File: src/rtl/wdog_pkg.sv
package wdog_pkg;
  localparam int ADDR_W = 2;
  localparam logic [ADDR_W-1:0] ADDR_CTRL   = 2'd0;
  localparam logic [ADDR_W-1:0] ADDR_TMO_LO = 2'd1;
  localparam logic [ADDR_W-1:0] ADDR_TMO_HI = 2'd2;
  localparam int CTRL_SECS = 7;
  localparam int CTRL_KBD  = 6;
  localparam int CTRL_PWR  = 5;

  typedef struct packed {
    logic secs;
    logic kbd_en;
    logic pwr_en;
  } wdog_ctrl_t;
endpackage

File: src/rtl/wdog_regs.sv
module wdog_regs
  import wdog_pkg::*;
#(
  parameter int CNT_W = 16
) (
  input  logic              clk_i,
  input  logic              rst_ni,
  input  logic              wr_en_i,
  input  logic [ADDR_W-1:0] wr_addr_i,
  input  logic [7:0]        wr_data_i,
  output wdog_ctrl_t        ctrl_o,
  output logic [CNT_W-1:0]  tmo_o,
  output logic              load_o
);
  wdog_ctrl_t ctrl_q;
  logic [7:0] lo_q, lo_sel;
  logic       wr_ctrl, wr_lo, running;

  assign wr_ctrl = wr_en_i && (wr_addr_i == ADDR_CTRL);
  assign wr_lo   = wr_en_i && (wr_addr_i == ADDR_TMO_LO);
  assign running = ctrl_q.kbd_en | ctrl_q.pwr_en;
  assign lo_sel  = wr_lo ? wr_data_i : lo_q;
  assign load_o  = wr_ctrl | (wr_lo & running);
  assign ctrl_o  = ctrl_q;

  always_ff @(posedge clk_i or negedge rst_ni) begin
    if (!rst_ni) begin
      ctrl_q <= '0;
      lo_q   <= '0;
    end else begin
      if (wr_ctrl) ctrl_q <= '{secs:   wr_data_i[CTRL_SECS],
                               kbd_en: wr_data_i[CTRL_KBD],
                               pwr_en: wr_data_i[CTRL_PWR]};
      if (wr_lo) lo_q <= wr_data_i;
    end
  end

  generate
    if (CNT_W > 8) begin : g_wide
      logic [CNT_W-9:0] hi_q;
      always_ff @(posedge clk_i or negedge rst_ni) begin
        if (!rst_ni) hi_q <= '0;
        else if (wr_en_i && (wr_addr_i == ADDR_TMO_HI)) hi_q <= wr_data_i[CNT_W-9:0];
      end
      assign tmo_o = {hi_q, lo_sel};
    end else begin : g_narrow
      assign tmo_o = lo_sel[CNT_W-1:0];
    end
  endgenerate

  assert_unit_latch_R4: assert property (@(posedge clk_i) disable iff (!rst_ni)
    wr_ctrl |=> (ctrl_o.secs == $past(wr_data_i[CTRL_SECS])));
  assert_hi_no_load_R11: assert property (@(posedge clk_i) disable iff (!rst_ni)
    (wr_en_i && wr_addr_i == ADDR_TMO_HI) |-> !load_o);
endmodule

File: src/rtl/wdog_prescale.sv
module wdog_prescale #(
  parameter int TICKS_PER_MIN = 60
) (
  input  logic clk_i,
  input  logic rst_ni,
  input  logic tick_i,
  input  logic run_i,
  input  logic secs_i,
  input  logic clear_i,
  output logic step_o
);
  localparam int PRE_W = (TICKS_PER_MIN > 1) ? $clog2(TICKS_PER_MIN) : 1;
  localparam logic [PRE_W-1:0] LAST = PRE_W'(TICKS_PER_MIN - 1);

  logic [PRE_W-1:0] pre_q;
  logic             adv;

  assign adv    = tick_i & run_i;
  assign step_o = adv & (secs_i | (pre_q == LAST));

  always_ff @(posedge clk_i or negedge rst_ni) begin
    if (!rst_ni)                pre_q <= '0;
    else if (clear_i)           pre_q <= '0;
    else if (adv && !secs_i)    pre_q <= (pre_q == LAST) ? '0 : pre_q + 1'b1;
  end

  assert_pre_range_R4: assert property (@(posedge clk_i) disable iff (!rst_ni)
    pre_q <= LAST);
  assert_pre_advance_R4: assert property (@(posedge clk_i) disable iff (!rst_ni)
    (adv && !secs_i && !clear_i && pre_q != LAST) |=> (pre_q == PRE_W'($past(pre_q) + 1'b1)));
  assert_pre_clear_R8: assert property (@(posedge clk_i) disable iff (!rst_ni)
    clear_i |=> (pre_q == '0));
endmodule

File: src/rtl/wdog_counter.sv
module wdog_counter #(
  parameter int CNT_W = 16
) (
  input  logic             clk_i,
  input  logic             rst_ni,
  input  logic             load_i,
  input  logic [CNT_W-1:0] tmo_i,
  input  logic             step_i,
  output logic             expire_o
);
  logic [CNT_W-1:0] cnt_q;

  // final count consumed; a simultaneous load wins
  assign expire_o = step_i && !load_i && (cnt_q == CNT_W'(1));

  always_ff @(posedge clk_i or negedge rst_ni) begin
    if (!rst_ni)                     cnt_q <= '0;
    else if (load_i)                 cnt_q <= tmo_i;
    else if (step_i && cnt_q != '0)  cnt_q <= cnt_q - 1'b1;
  end

  assert_zero_holds_R9: assert property (@(posedge clk_i) disable iff (!rst_ni)
    (cnt_q == '0 && !load_i) |=> (cnt_q == '0));
  assert_no_rise_R3: assert property (@(posedge clk_i) disable iff (!rst_ni)
    !load_i |=> (cnt_q <= $past(cnt_q)));
  assert_reload_R8: assert property (@(posedge clk_i) disable iff (!rst_ni)
    load_i |=> (cnt_q == $past(tmo_i)));
endmodule

File: src/rtl/wdog_actions.sv
module wdog_actions #(
  parameter int PULSE_LEN = 4
) (
  input  logic clk_i,
  input  logic rst_ni,
  input  logic expire_i,
  input  logic kbd_en_i,
  input  logic pwr_en_i,
  output logic kbd_rst_o,
  output logic pwr_good_o,
  output logic expired_o
);
  localparam int KBD_W = $clog2(PULSE_LEN + 1);

  logic [KBD_W-1:0] kbd_cnt_q;
  logic             pwr_bad_q, expired_q;

  always_ff @(posedge clk_i or negedge rst_ni) begin
    if (!rst_ni) begin
      kbd_cnt_q <= '0;
      pwr_bad_q <= 1'b0;
      expired_q <= 1'b0;
    end else begin
      if (expire_i && kbd_en_i)  kbd_cnt_q <= KBD_W'(PULSE_LEN);
      else if (kbd_cnt_q != '0)  kbd_cnt_q <= kbd_cnt_q - 1'b1;
      if (expire_i && pwr_en_i)  pwr_bad_q <= 1'b1;
      if (expire_i)              expired_q <= 1'b1;
    end
  end

  assign kbd_rst_o  = (kbd_cnt_q != '0);
  assign pwr_good_o = !pwr_bad_q;
  assign expired_o  = expired_q;

  assert_kbd_start_R5: assert property (@(posedge clk_i) disable iff (!rst_ni)
    (expire_i && kbd_en_i) |=> kbd_rst_o);
  assert_kbd_cause_R5: assert property (@(posedge clk_i) disable iff (!rst_ni)
    $rose(kbd_rst_o) |-> $past(expire_i && kbd_en_i));
  assert_pwr_hold_R6: assert property (@(posedge clk_i) disable iff (!rst_ni)
    !pwr_good_o |=> !pwr_good_o);
  assert_sticky_R7: assert property (@(posedge clk_i) disable iff (!rst_ni)
    expired_o |=> expired_o);
endmodule

File: src/rtl/wdog_timer.sv
module wdog_timer
  import wdog_pkg::*;
#(
  parameter bit NARROW        = 1'b0,
  parameter int TICKS_PER_MIN = 60,
  parameter int PULSE_LEN     = 4
) (
  input  logic              clk_i,
  input  logic              rst_ni,
  input  logic              wr_en_i,
  input  logic [ADDR_W-1:0] wr_addr_i,
  input  logic [7:0]        wr_data_i,
  input  logic              tick_i,
  output logic              kbd_rst_o,
  output logic              pwr_good_o,
  output logic              expired_o
);
  localparam int CNT_W = NARROW ? 8 : 16;

  wdog_ctrl_t       ctrl;
  logic [CNT_W-1:0] tmo;
  logic             load, step, expire, run;

  assign run = ctrl.kbd_en | ctrl.pwr_en;

  wdog_regs #(.CNT_W(CNT_W)) u_regs (
    .clk_i, .rst_ni, .wr_en_i, .wr_addr_i, .wr_data_i,
    .ctrl_o(ctrl), .tmo_o(tmo), .load_o(load)
  );

  wdog_prescale #(.TICKS_PER_MIN(TICKS_PER_MIN)) u_pre (
    .clk_i, .rst_ni, .tick_i, .run_i(run), .secs_i(ctrl.secs),
    .clear_i(load), .step_o(step)
  );

  wdog_counter #(.CNT_W(CNT_W)) u_cnt (
    .clk_i, .rst_ni, .load_i(load), .tmo_i(tmo), .step_i(step), .expire_o(expire)
  );

  wdog_actions #(.PULSE_LEN(PULSE_LEN)) u_act (
    .clk_i, .rst_ni, .expire_i(expire), .kbd_en_i(ctrl.kbd_en),
    .pwr_en_i(ctrl.pwr_en), .kbd_rst_o, .pwr_good_o, .expired_o
  );

  assert_idle_no_expire_R2: assert property (@(posedge clk_i) disable iff (!rst_ni)
    !run |-> !expire);
endmodule

File: config.mk
export PLATFORM = sky130hd
export DESIGN_NAME = wdog_timer
export DESIGN_NICKNAME = d
export VERILOG_FILES = /design/src/rtl/wdog_pkg.sv /design/src/rtl/wdog_regs.sv /design/src/rtl/wdog_prescale.sv /design/src/rtl/wdog_counter.sv /design/src/rtl/wdog_actions.sv /design/src/rtl/wdog_timer.sv
export SDC_FILE = /design/constraint.sdc
export NUM_CORES = 1
export LEC_CHECK = 0
export ABC_AREA = 1
export ABC_CLOCK_PERIOD_IN_PS = 2900
export BUFFER_PORTS_ARGS = -buffer_cell sky130_fd_sc_hd__buf_2
export CORE_MARGIN = 1
export CORE_UTILIZATION = 30
export CTS_BUF_LIST = sky130_fd_sc_hd__clkbuf_8
export DETAILED_ROUTE_END_ITERATION = 16
export PLACE_DENSITY = 0.56
export SYNTH_ARGS = -nofsm -noshare
export SYNTH_HDL_FRONTEND = slang
export SYNTH_SLANG_ARGS = --single-unit
File: constraint.sdc
create_clock -name clk_i -period 2.9 [get_ports clk_i]
set_clock_uncertainty 0.2 [all_clocks]
set_input_delay 0.145 -clock clk_i [delete_from_list [all_inputs] [get_ports clk_i]]
set_output_delay 0.145 -clock clk_i [all_outputs]
set_load 0.05 [all_outputs]
======== After elaboration in Yosys (flattened, before gate mapping) ========
Index checks and enable logic that the tools add are counted.
storage, ports and cells
  memories kept ........................... 0
  output and inout port bits .............. 3
  latch bits .............................. 0
  bits in read-only memories .............. 0
  word-level logic and storage cells ...... 49
  bits in writable memories ............... 0
  register bits after elaboration ......... 46
  input port bits ......................... 14
operators by class
  reduce and logical (&&, ||, !) cells .... 18
  multipliers ............................. 0
  shifts and indexed selects .............. 0
  mux-type cells .......................... 8
  add/subtract/negate cells ............... 3
  $lt $le $gt $ge ......................... 0
  bitwise logic cells ..................... 6
  div/mod/pow operators ................... 0
  equal/unequal tests ..................... 4
operator list
  kind                     count
  $mux W16                 2
  $mux W6                  3
  $eq A16 B1 Y1 const B    1
  $reduce_bool A16 Y1      1
  $sub A16 B1 Y16 const B  1
  $logic_and A1 B1 Y1      9
  $mux W8                  1
  $add A6 B1 Y6 const B    1
  $eq A6 B6 Y1 const B     1
  $mux W3                  2
  $reduce_bool A2 Y1       3
  $and A1 B1 Y1            3
  $logic_not A1 Y1         3
  $or A1 B1 Y1             3
  $reduce_bool A3 Y1       1
  $sub A3 B1 Y3 const B    1
  $eq A2 B1 Y1 const B     1
  $eq A2 B2 Y1 const B     1
  $logic_not A2 Y1         1

======== Longest topological paths before layout ========
Gate-level depths: netlist (run 1).
  depth in word-level cells ............... 9
  depth in mapped cells ................... 10

======== Modules after synthesis ========
From an unflattened synthesis (run 1), not the netlist that was laid out.
unflattened totals
  cells, all modules ...................... 370
  area, all modules ....................... 2746.4 µm²
by module, submodules not included
  module         area an instance (µm²)  sequential area each (µm²)  cells each  instances
  wdog_counter   1273.7                  400.4                       192         1
  wdog_regs      812.0                   475.5                       91          1
  wdog_prescale  404.1                   150.1                       56          1
  wdog_actions   245.2                   125.1                       28          1
  wdog_timer     11.3                    0.0                         3           1

======== Least setup slack after synthesis (run 1) ========
No wires, ideal clock.
  path kind ............................... flip-flop to flip-flop
  start point ............................. register u_cnt.cnt_q[0]
  end point ............................... register u_cnt.cnt_q[2]
  path buffers ............................ 1
  required time ........................... 2583 ps
  period minus slack after synthesis ...... 1696 ps
  path slack .............................. 1204 ps
  arrival ................................. 1380 ps
  stages on the path, launching flop included .. 11
  path through ............................ dfrtp_1 inv_1 ha_1 nand2_4 nor2_8 nand2_4 nand3_4 nand2_4 buf_6 nand2_1 nand2_1
on the way
  cells in the longest elaborated chain, start to end .. 3
  elaborated cells on any way between the ends .. 6
  those cells by class .................... add/sub (1); mux (2); reduce/logical (3)
RTL lines
  item                                                           line                text
  from (decl)                                                    wdog_counter.sv:11  logic [CNT_W-1:0] cnt_q;
  from (signal assigned)                                         wdog_counter.sv:18  else if (load_i) cnt_q <= tmo_i;
  from (signal assigned)                                         wdog_counter.sv:19  else if (step_i && cnt_q != '0) cnt_q <= cnt_q - 1'b1;
  $sub A16 B1 Y16 / $reduce_bool A16 Y1 (equally long branches)  wdog_counter.sv:19
  $mux W16 / $logic_and A1 B1 Y1 (equally long branches)         wdog_counter.sv:19
  $mux W16 / $reduce_bool A2 Y1 (equally long branches)          -
Parallel ways exist; a longest one is shown, timed or not. The select of a mux whose other input is x is not followed.
A chain may end at the register's enable or synchronous reset.

======== Worst setup path in the final report (run 1) ========
  start point ............................. register u_pre.pre_q[1]
  end point ............................... register u_act.kbd_cnt_q[1]
on the way
  cells in the longest elaborated chain, start to end .. 7
  elaborated cells on any way between the ends .. 8
  those cells by class .................... eq/ne (1); mux (1); bitwise (2); reduce/logical (4)
RTL lines
  item                                                  line                 text
  from (decl)                                           wdog_prescale.sv:15  logic [PRE_W-1:0] pre_q;
  from (signal assigned)                                wdog_prescale.sv:24  else if (adv && !secs_i) pre_q <= (pre_q == LAST) ? '0 : pre_q + 1'b1;
  $eq A6 B6 Y1 *                                        wdog_prescale.sv:19  assign step_o = adv & (secs_i | (pre_q == LAST));
  $or A1 B1 Y1 *                                        wdog_prescale.sv:19
  $and A1 B1 Y1 *                                       wdog_prescale.sv:19
  $logic_and A1 B1 Y1 * (2 in series)                   wdog_counter.sv:14   assign expire_o = step_i && !load_i && (cnt_q == CNT_W'(1));
  $logic_and A1 B1 Y1 *                                 wdog_actions.sv:24   if (expire_i && kbd_en_i) kbd_cnt_q <= KBD_W'(PULSE_LEN);
  $mux W3 / $reduce_bool A2 Y1 (equally long branches)  -
  to (signal assigned)                                  wdog_actions.sv:24
  to (signal assigned)                                  wdog_actions.sv:25   else if (kbd_cnt_q != '0) kbd_cnt_q <= kbd_cnt_q - 1'b1;
  to (decl)                                             wdog_actions.sv:15   logic [KBD_W-1:0] kbd_cnt_q;
Every way passes the cells marked *; elsewhere a longest branch is shown, timed or not.

==> impl_results.md, run 1 <==
* Status: completed
* Max Buffers Root-to-Sink at 2
* Layout cells sized above 1 at 13.14%
* Initial Utilization at 31.30%
* FILL cells at ~860
* CP max stage delay at between 0.4 and 0.5 ns
* Critical-path cell list: ha_1 > inv_1 > nor2_1 > nand3b_1 > nand2_1 > nand2_1 > nor2_1 > nand2_1 > o21a_1
* Pin count of the biggest net entering global routing at 47
* Reg2Reg Setup Slack at between 0.9 and 1 ns
* Cell Area, Synth at ~0.0026 mm^2
* Clock Sinks at 46
* Most frequent cells in the layout: 113 x nand2_1, 46 x dfrtp_1, 38 x inv_1, 38 x nand3_1, 31 x nor2_1
* Static leakage at approximately 1.5 nW
* CP max-delay cell: dfrtp_1
* Syn nets at ~360
* Worst path arrival time at roughly 1.9 ns
* Maxcap violations at 0
* CP Data Required Time at a little under 3 ns
* Metal3 WL at 145 um
* FP Rows at 33
* Synth Warn # at 0
* Max VDD drop at around 0.32 mV
* Via density at approximately 4.5
* Setup-failing EPs final at 0
* Initial antenna violation count at 0
* Chip Width at 95.05 um
* DR iter-0 viols at between 100 and 150
* Leading cell type in the layout, fill and taps excluded: nand2_1
* Final period utilization at between 60% and 70%
* Routed length on met2 at 2.429 mm
* Clock Tree Root: clkbuf_8
* Pwr dens at between 800 and 900 mW/mm^2
* Die area at about 0.0090 mm^2
* Critical Path End: u_act.kbd_cnt_q[1]$_DFFE_PN0P_
* Final #Nets at 391
* Io pins at 17
* Antenna Cells at 0
* Slew Limit Fails at 0
* CP startpoint kind: flop
* Worst-Margin Slew at around 1.0 ns
* Critical Path Source: u_pre.pre_q[1]$_DFFE_PN0P_
* Die Y at 95.05 um
* Clk slew on worst S/H paths at ~0.090 ns
* Clock Latency Late Sink at approximately 0.31 ns
* Total internal power at roughly 1.4 mW
* R2R depth at 9
* Unrepaired setup endpoints after global routing: no
* Vias at 2171
* Multi-input logic area at between 0.001 and 0.0015 mm^2
* Htree depth at 2
* Sequential area share after synthesis at ~44%
* Num CTS Buffers at 5
* Total track usage at 13.32%
* Buffers on Ports at 16
* DRT Pass-1 Iters at 4
* Synth Instances at 345
* Drt drc at 0
* Overall power at about 2.4 mW
* Number of global-route vias before repair at around 2100
* RD Place Congestion at roughly 0.77
* Top layer in use: met4
* Fmax at just over 500 MHz
* Register share of total power at roughly two fifths
* Total wire length at 5.427 mm
* Clock Power Share at 17.2%
* Max-Slew Margin vs Limit at between 30 and 40%
* Register bit total from synthesis at 46
* R2R Path Start: u_pre.pre_q[1]$_DFFE_PN0P_
* DRT antenna net count at 0
* Post-layout min period at about 1.9 ns
* Synthesized area per cell at 7.529 um^2
* Hold crit path type: input port to flop
* Routed length per instance at ~11 um
* Reg-to-Reg End: u_act.kbd_cnt_q[1]$_DFFE_PN0P_
* First-pass GRT wire length at approximately 9.3 mm
* Unique masters post-synth at 27
* Worst Setup End Kind: flop
* CTS tree: done
* Hold Fails Final Rpt at 0
* Gate power share at between 40% and 50%
* Min-delay src: wr_addr_i[1]
* Grt ovf at 0
* Layout area overhead at 14.31%
* Worst Path Max Fanout at 4
* Setup bufs post-CTS at 0
* Most common cell on crit path: nand2_1
* Wl on met1 at ~2.8 mm
* Setup TNS at 0 ns
* Final HPWL DP at around 4.0 mm
* Sequential cell area at ~0.0012 mm^2
* P_sw at 1.042 mW
* Switching part of the total at a little over two fifths
* Core Area at approximately 0.0083 mm^2
* Setup CP Type: flop to flop
## sequential cells by signal, summed over array words and instances, names as in the netlist
register,count
u_cnt.cnt_q,16
u_regs.g_wide.hi_q,8
u_regs.lo_q,8
u_pre.pre_q,6
u_act.kbd_cnt_q,3
u_regs.ctrl_o,3
u_act.expired_o,1
u_act.pwr_bad_q,1
## stage by stage
stage | worst slack (ns) | area [um^2] | utilization, % | cells | hold WS, ns
after floorplan | 1.204 | 2597 | - | 345 | -0.3506
after global placement | 0.9769 | 2774 | 33.42 | 460 | 0.2047
after detailed placement | 0.9707 | 2774 | 33.42 | 460 | 0.1949
after CTS | 0.9378 | 2969 | 35.78 | 478 | 0.007097
after global routing | 0.8072 | 2969 | 35.78 | 478 | 0.03153
final | 0.9552 | 2969 | 35.78 | 478 | 0.006767
## layer usage
layer  up-vias  track usage (%)
li1       1142                -
met1       996            18.41
met2        27            20.92
met3         6            2.392
met4         0            4.545
met5         -                0
## synthesized netlist by cell type
cell type,count,area share [%]
buf_2,4,0.77
nand2_4,4,1.7
dfrtp_1,46,44
a21oi_1,5,0.96
inv_1,38,5.5
nand2_1,113,16
o21ai_1,5,0.96
nand3b_1,3,0.87
xor2_1,4,1.3
clkbuf_1,1,0.14
nor2_4,3,1.3
o21ai_2,5,1.7
or2_2,1,0.24
nor2_1,31,4.5
nor2_8,1,0.77
inv_2,2,0.29
nand2_2,3,0.72
nand4_1,2,0.48
nand3_1,38,7.3
o21ai_0,22,4.2
o21a_1,1,0.29
nand3_4,1,0.67
ha_1,5,2.4
buf_6,1,0.43
mux2_2,1,0.43
nor2_2,4,0.96
xnor2_1,1,0.34
## critical path: cells and delay by family, from the launching register on
kind / cells / cell delay (ns)
simple gates: 6 / 0.84
flops: 1 / 0.41
fa+ha+maj: 1 / 0.21
buf+inv: 1 / 0.05
compound gates: 1 / 0.13
## power groups by stage
stage / clock (mW) / combinational, mW / sequential (mW)
6_report: 0.416 / 1.02 / 0.990
3_5_place_dp: 0 / 1.02 / 0.998
2_1_floorplan: 0 / 0.829 / 0.959
5_1_grt: 0.449 / 1.17 / 1.02
4_1_cts: 0.434 / 1.03 / 0.987
3_3_place_gp: 0 / 1.01 / 0.994
## what timing repair did
| item | in CTS | in global routing |
|---|---|---|
| hold buffers | 10 | 0 |
| resized for setup | 0 | 0 |
| hold endpoints to repair | 61 | 0 |
| endpoints found under the setup margin | 0 | 0 |
## area by class of cell
cell class,instances,area share (%)
Multi-Input combinational cell,253,42.48
Tap cell,105,4.425
Clock inverter,2,0.4214
Clock buffer,6,2.781
Timing Repair Buffer,26,6.068
Inverter,40,5.057
Sequential cell,46,38.77
## worst min path at each step
stage,endpoint,slack [ns],cells after the start
6_report,u_regs.lo_q[3]$_DFF_PN0_,0.007,4
5_1_grt,u_regs.lo_q[3]$_DFF_PN0_,0.03,4
4_1_cts,u_regs.lo_q[3]$_DFF_PN0_,0.007,4
3_3_place_gp,u_act.kbd_cnt_q[2]$_DFFE_PN0P_,0.20,1
2_1_floorplan,u_act.expired_o$_DFFE_PN0N_,-0.35,0
3_5_place_dp,u_act.kbd_cnt_q[2]$_DFFE_PN0P_,0.19,1
## cells by family after synthesis
kind of cell,synth area share [%]
mux,0.4335
fa+ha+maj,2.408
simple gates,35.89
buf+inv,7.129
flops,44.32
compound gates,8.141
xor+xnor,1.686
No activity file was read; power rests on OpenSTA's default activity.
==> inputs of run 2 (changes only) <==
--- a/config.mk
+++ b/config.mk
@@ -5,8 +5,8 @@
 export SDC_FILE = /design/constraint.sdc
 export NUM_CORES = 1
 export LEC_CHECK = 0
-export ABC_AREA = 1
-export ABC_CLOCK_PERIOD_IN_PS = 2900
+export ABC_AREA = 0
+export ABC_CLOCK_PERIOD_IN_PS = 1800
 export BUFFER_PORTS_ARGS = -buffer_cell sky130_fd_sc_hd__buf_2
 export CORE_MARGIN = 1
 export CORE_UTILIZATION = 30
==> constraint.sdc (replaced) <==
create_clock -name clk_i -period 1.8 [get_ports clk_i]
set_clock_uncertainty 0.2 [all_clocks]
set_input_delay 0.09 -clock clk_i [delete_from_list [all_inputs] [get_ports clk_i]]
set_output_delay 0.09 -clock clk_i [all_outputs]
set_load 0.05 [all_outputs]
==> run 2 against run 1 <==
Net effect:
- the flow now finishes with violations (setup timing)
- combinational power grew 28%
- non-clock buffer count up 52
- count of clock-buffer cells in the layout stayed put
- highest routed layer unchanged
==> impl_results.md, run 2 <==
* Status: finished, violations left
* Violated checks: setup timing
* Setup TNS at -2.273 ns
* Io pins at 17
* Total wire length at 5.501 mm
* Slew Limit Fails at 0
* Hold Fails Final Rpt at 0
* Register share of total power at 42.8%
* Syn nets at ~240
* CTS tree: done
* Post-layout min period at 2.014 ns
* Sequential area share after synthesis at approximately 50%
* Initial Utilization at a little under a third
* FILL cells at 719
* Max-Slew Margin vs Limit at roughly three fifths
* Setup CP Type: flop to flop
* Gate power share at about two fifths
* Setup-failing EPs final at 21
* FP Rows at 31
* Synth area leaders: dfrtp_1 50%, mux2_2 8.8%, xor2_1 5.0%
* Routed length per instance at about 14 um
* Leading cell type in the layout, fill and taps excluded: buf_4
* Total track usage at roughly 15%
* Buffers on Ports at 16
* Largest reg by FF count: u_cnt.cnt_q
* Die Y at between 80 and 90 um
* Fmax at between 400 and 500 MHz
* Core Area at 0.007331 mm^2
* Pin count of the biggest net entering global routing at between 40 and 50
* CP startpoint kind: flop
* DR iter-0 viols at 69
* Flip-flop count of the largest register after layout at 16
* Clock Latency Late Sink at 0.29 ns
* Final period utilization at 111.9%
* Clock Tree Root: clkbuf_8
* Pwr dens at between 1000 and 1500 mW/mm^2
* Num CTS Buffers at 5
* Largest regs: u_cnt.cnt_q x16, u_regs.g_wide.hi_q x8, u_regs.lo_q x8
* Switching part of the total at between 30% and 40%
* Final HPWL DP at 3.790 mm
* Max VDD drop at 0.4839 mV
* Worst path arrival time at ~2.0 ns
* DRT antenna net count at 0
* Total internal power at between 2 and 2.5 mW
* Static leakage at ~1.4 nW
* Unrepaired setup endpoints after global routing: yes
* Number of global-route vias before repair at approximately 1800
* Synth Warn # at 0
* Top-count cell post-synth: dfrtp_1
* Layout cells sized above 1 at between 40% and 50%
* Register bit total from synthesis at 46
* Pre-CTS setup slack at -0.1895 ns
* Via density at roughly 4.7
* Layout area overhead at 40.59%
* Antenna Cells at 0
* Fin worst setup slack at -0.2135 ns
* Cell Area, Synth at roughly 0.0023 mm^2
* Synth top cells by count: 46 x dfrtp_1, 22 x nand2_1, 22 x nor2_1, 18 x mux2_2, 16 x o21ai_0
* Top cell type's share of synthesized area at approximately half
* Grt ovf at 0
* Clock Sinks at 46
* Maxcap violations at 0
* Synthesized area per cell at approximately 11 um^2
* Die area at around 0.0080 mm^2
* Htree depth at 2
* Top FF cell, synth: dfrtp_1
* RD Place Congestion at about 0.8
* Vias at ~1900
* Post-synth ARST share at between 90% and 100%
* Clock Power Share at approximately a fifth
* Final #Nets at 320
* Drt drc at 0
* CP Data Required Time at 1.78 ns
* Clk slew on worst S/H paths at 0.08 ns
* Chip Width at between 80 and 90 um
* DRT Pass-1 Iters at 4
* Worst Setup End Kind: flop
* Post-synth EDFFs at 0
* Max Buffers Root-to-Sink at 2
* Post-synth top area cell: dfrtp_1
* Worst Path Max Fanout at 4
* Initial antenna violation count at 0
* First-pass GRT wire length at 8.990 mm
* Synth Instances at 219
* Worst-Margin Slew at between 0.6 and 0.7 ns
* Hold crit path type: input port to flop
* Most frequent cells in the layout: 48 x buf_4, 46 x dfrtp_1, 21 x nor2_1
* P_sw at between 1 and 1.5 mW
* Unique masters post-synth at 37
-- run 2: final timing paths --
kind / startpoint / end / slack (ns) / depth (start not counted)
setup / recovery: u_cnt.cnt_q[7]$_DFFE_PN0P_ / u_cnt.cnt_q[12]$_DFFE_PN0P_ / -0.21 / 6
hold / removal: wr_addr_i[0] / u_regs.ctrl_o[2]$_DFFE_PN0P_ / 0.01 / 4
setup reg to reg: u_cnt.cnt_q[7]$_DFFE_PN0P_ / u_cnt.cnt_q[12]$_DFFE_PN0P_ / -0.21 / 6
hold reg to reg: u_act.pwr_bad_q$_DFFE_PN0P_ / u_act.pwr_bad_q$_DFFE_PN0P_ / 0.26 / 2
max in group asynchronous: rst_ni / u_act.expired_o$_DFFE_PN0N_ / 0.75 / 3
min in group asynchronous: rst_ni / u_pre.pre_q[5]$_DFFE_PN0P_ / 0.21 / 3
-- run 2: through the flow --
step | cell area [um^2] | cells | hold WS [ns] | util, % | power [mW]
final | 3233 | 399 | 0.01005 | 44.10 | 3.390
after global routing | 3233 | 399 | 0.02678 | 44.10 | 3.621
after detailed placement | 2903 | 374 | 0.02608 | 39.60 | 2.622
after CTS | 3183 | 394 | 0.01432 | 43.42 | 3.359
after global placement | 2903 | 374 | 0.02210 | 39.60 | 2.584
after floorplan | 2371 | 219 | -0.4056 | - | 2.125
-- run 2: layer usage --
layer,GRT usage [%],vias up,part of all wire (%)
li1,-,944,-
met1,20.75,899,51
met2,24.59,25,46
met3,2.770,4,2.2
met4,3.463,0,0.67
met5,0,-,0
-- run 2: area by class of cell --
class,instances,area [um^2],area share [%]
repair buffers,78,595.6,18.42
inverters,7,26.28,0.8127
multi-input cells,163,1254,38.78
well taps,99,123.9,3.831
clock buffers,6,82.58,2.554
flip-flops and latches,46,1151,35.60
-- run 2: cell families after synthesis --
kind of cell    count (synthesis)  share of synthesized area [%]
buf+inv                        10                          1.632
mux                            19                          9.249
simple gates                   88                          20.57
compound gates                 36                          10.07
flops                          46                          50.05
fa+ha+maj                       5                          2.720
xor+xnor                       15                          5.713
-- run 2: timing repair --
action / in CTS / in global routing
endpoints found under the hold margin: 68 / 0
setup endpoints to repair: 23 / 26
hold buffers: 9 / 0
resized for setup: 15 / 5
buffers inserted: 5 / 5
pin swaps: 13 / 14
-- run 2: power by group through the flow --
stage	clock network (mW)	registers [mW]	logic, mW
floorplan	0	1.47	0.656
global placement	0	1.45	1.13
detailed placement	0	1.47	1.16
CTS	0.656	1.45	1.25
global route	0.698	1.48	1.44
finish	0.632	1.45	1.31
-- run 2: critical path: stages, from the launching register on --
cell and delay [ns]:
dfrtp_1 0.38, or4_4 0.54, a2111oi_4 0.22, buf_4 0.19, nand4b_1 0.13, xor2_1 0.16
o21ai_1 0.07
==> inputs of run 3 (changes only) <==
--- a/config.mk
+++ b/config.mk
@@ -9,10 +9,10 @@
 export ABC_CLOCK_PERIOD_IN_PS = 1800
 export BUFFER_PORTS_ARGS = -buffer_cell sky130_fd_sc_hd__buf_2
 export CORE_MARGIN = 1
-export CORE_UTILIZATION = 30
+export CORE_UTILIZATION = 35
 export CTS_BUF_LIST = sky130_fd_sc_hd__clkbuf_8
 export DETAILED_ROUTE_END_ITERATION = 16
-export PLACE_DENSITY = 0.56
+export PLACE_DENSITY = 0.62
 export SYNTH_ARGS = -nofsm -noshare
 export SYNTH_HDL_FRONTEND = slang
 export SYNTH_SLANG_ARGS = --single-unit
==> run 3 against run 2 <==
Net effect:
- the run ends with DRC, setup timing left
- clock power grew 6.3%
- sequential cell count is the same
- global-route usage grew 1.7 points
- power grew 1.1%
- sequential share of layout area grew 0.21 points
- largest cell class unchanged
- largest power group unchanged
==> impl_results.md, run 3 (synthesis results as in run 2) <==
* FP Rows at 29
* Static leakage at roughly 1.4 nW
* Flip-flop count of the largest register after layout at 16
* CP top delay family: simple AND/OR/NAND/NOR gates
* Final period utilization at 115.1%
* Max Buffers Root-to-Sink at 2
* Die area at around 0.0069 mm^2
* Initial Utilization at 36.22%
* Slew Limit Fails at 0
* Unrepaired setup endpoints after global routing: yes
* Total track usage at 16.82%
* Total internal power at 2.284 mW
* Final HPWL DP at 3.788 mm
* Register share of total power at a little over two fifths
* CP max-delay cell: or4_4
* Most frequent cells in the layout: 48 x buf_4, 46 x dfrtp_1, 22 x nor2_1
* Via density at between 4 and 5
* Clock Latency Late Sink at approximately 0.31 ns
* Cell area after layout at around 0.0032 mm^2
* Grt ovf at 0
* Worst Path Max Fanout at 5
* Gate power share at a little under two fifths
* Worst path arrival time at 2.07 ns
* Maxcap violations at 0
* Largest reg by FF count: u_cnt.cnt_q
* Post-layout min period at 2.072 ns
* Layout cells sized above 1 at between 40% and 50%
* Overall power at approximately 3.4 mW
* Clock Sinks at 46
* CTS tree: done
* Layout area overhead at 39.77%
* DRT antenna net count at 0
* Vias at 1882
* Hold Fails Final Rpt at 0
* Dpl cell area at roughly 0.0029 mm^2
* DRT Pass-1 Iters at 10
* Core Area at ~0.0063 mm^2
* CP max stage delay at ~0.55 ns
* Leading cell type in the layout, fill and taps excluded: buf_4
* Max VDD drop at 0.6176 mV
* Worst Setup End Kind: flop
* Die Y at just over 80 um
* Num CTS Buffers at 5
* Htree depth at 2
* Worst Path Buf+Inv at 1
* DR iter-0 viols at 81
* Total wire length at between 5 and 6 mm
* Routed length per instance at roughly 14 um
* Worst-Margin Slew at slightly above 0.5 ns
* Max-Slew Margin vs Limit at between 60 and 70%
* Number of global-route vias before repair at roughly 1900
* Status: finished, violations left
* Chip Width at between 80 and 90 um
* FILL cells at between 500 and 600
* Pin count of the biggest net entering global routing at 29
* Clk slew on worst S/H paths at approximately 0.090 ns
* Violated checks: DRC, setup timing
* Pwr dens at ~1100 mW/mm^2
* Setup CP Type: flop to flop
* First-pass GRT wire length at a little over 9 mm
* CP Data Required Time at 1.80 ns
* Clock Tree Root: clkbuf_8
* Clock Power Share at roughly a fifth
* Io pins at 17
* Buffers on Ports at 16
* Setup-failing EPs final at 21
* Critical-path cell list: or4_4 > a2111oi_4 > buf_4 > and4b_1 > and2_4 > nor2_1
* Drt drc at 2
* Antenna Cells at 0
* Reg2Reg Setup Slack at -0.27 ns
* Fin worst setup slack at -0.2724 ns
* Largest regs: u_cnt.cnt_q x16, u_regs.g_wide.hi_q x8, u_regs.lo_q x8
* P_sw at 1.142 mW
* CP startpoint kind: flop
* Hold crit path type: input port to asynchronous set/reset pin
* Fmax at 482.5 MHz
* Switching part of the total at between 30% and 40%
* RD Place Congestion at roughly 0.89
* Initial antenna violation count at 0
* Final #Nets at between 300 and 400
## run 3: changes by cell type in the layout (fill, tap and decap cells not counted), moves of 2 or more
cell,change
a21oi_4,+3
buf_6,-3
nand3_1,+2
nand3_2,-2
## run 3: metrics by stage
step	setup slack [ns]	cells	hold slack [ns]	TNS (ns)	utilization, %
2_1_floorplan	-0.1451	219	-0.4056	-1.455	-
3_3_place_gp	-0.3091	354	-0.1204	-5.272	45.71
3_5_place_dp	-0.3287	354	-0.1039	-5.284	45.71
4_1_cts	-0.2580	377	0.01176	-3.534	50.21
5_1_grt	-0.3362	378	0.1027	-5.481	50.62
6_report	-0.2724	378	0.07479	-3.880	50.62
## run 3: cell type report
type / count / area, um^2 / area share [%]
repair buffers: 76 / 581.8 / 18.10
clock inverters: 2 / 12.51 / 0.3893
clock buffers: 6 / 82.58 / 2.569
inverters: 7 / 26.28 / 0.8174
multi-input cells: 164 / 1264 / 39.31
well taps: 77 / 96.34 / 2.997
flip-flops and latches: 46 / 1151 / 35.81
## run 3: path summary, 6_finish.rpt
check	start	cells after the start	to
min in group clk_i	wr_addr_i[0]	4	u_regs.ctrl_o[2]$_DFFE_PN0P_
max in group asynchronous	rst_ni	3	u_cnt.cnt_q[13]$_DFFE_PN0P_
max	u_cnt.cnt_q[7]$_DFFE_PN0P_	6	u_act.kbd_cnt_q[1]$_DFFE_PN0P_
min reg2reg	u_act.pwr_bad_q$_DFFE_PN0P_	2	u_act.pwr_bad_q$_DFFE_PN0P_
min	rst_ni	2	u_pre.pre_q[5]$_DFFE_PN0P_
max reg2reg	u_cnt.cnt_q[7]$_DFFE_PN0P_	6	u_act.kbd_cnt_q[1]$_DFFE_PN0P_
## run 3: metal layers
metal / track usage, % / up-vias / part of all wire (%)
met5: 0 / - / 0
met4: 6.740 / 0 / 1.8
met3: 3.181 / 9 / 2.3
met2: 28.39 / 22 / 49
met1: 21.21 / 914 / 47
li1: - / 937 / -
## run 3: power groups by stage
stage	clock network (mW)	registers [mW]	logic, mW
6_report	0.672	1.45	1.30
5_1_grt	0.745	1.49	1.45
4_1_cts	0.699	1.45	1.29
3_5_place_dp	0	1.46	1.21
3_3_place_gp	0	1.45	1.19
2_1_floorplan	0	1.47	0.656
## run 3: what timing repair did
action,CTS,global route
cloned,0,1
pin swaps,7,4
hold buffers,9,0
setup buffers,6,0
endpoints found under the setup margin,28,25
endpoints found under the hold margin,70,0
gates resized for setup,14,3
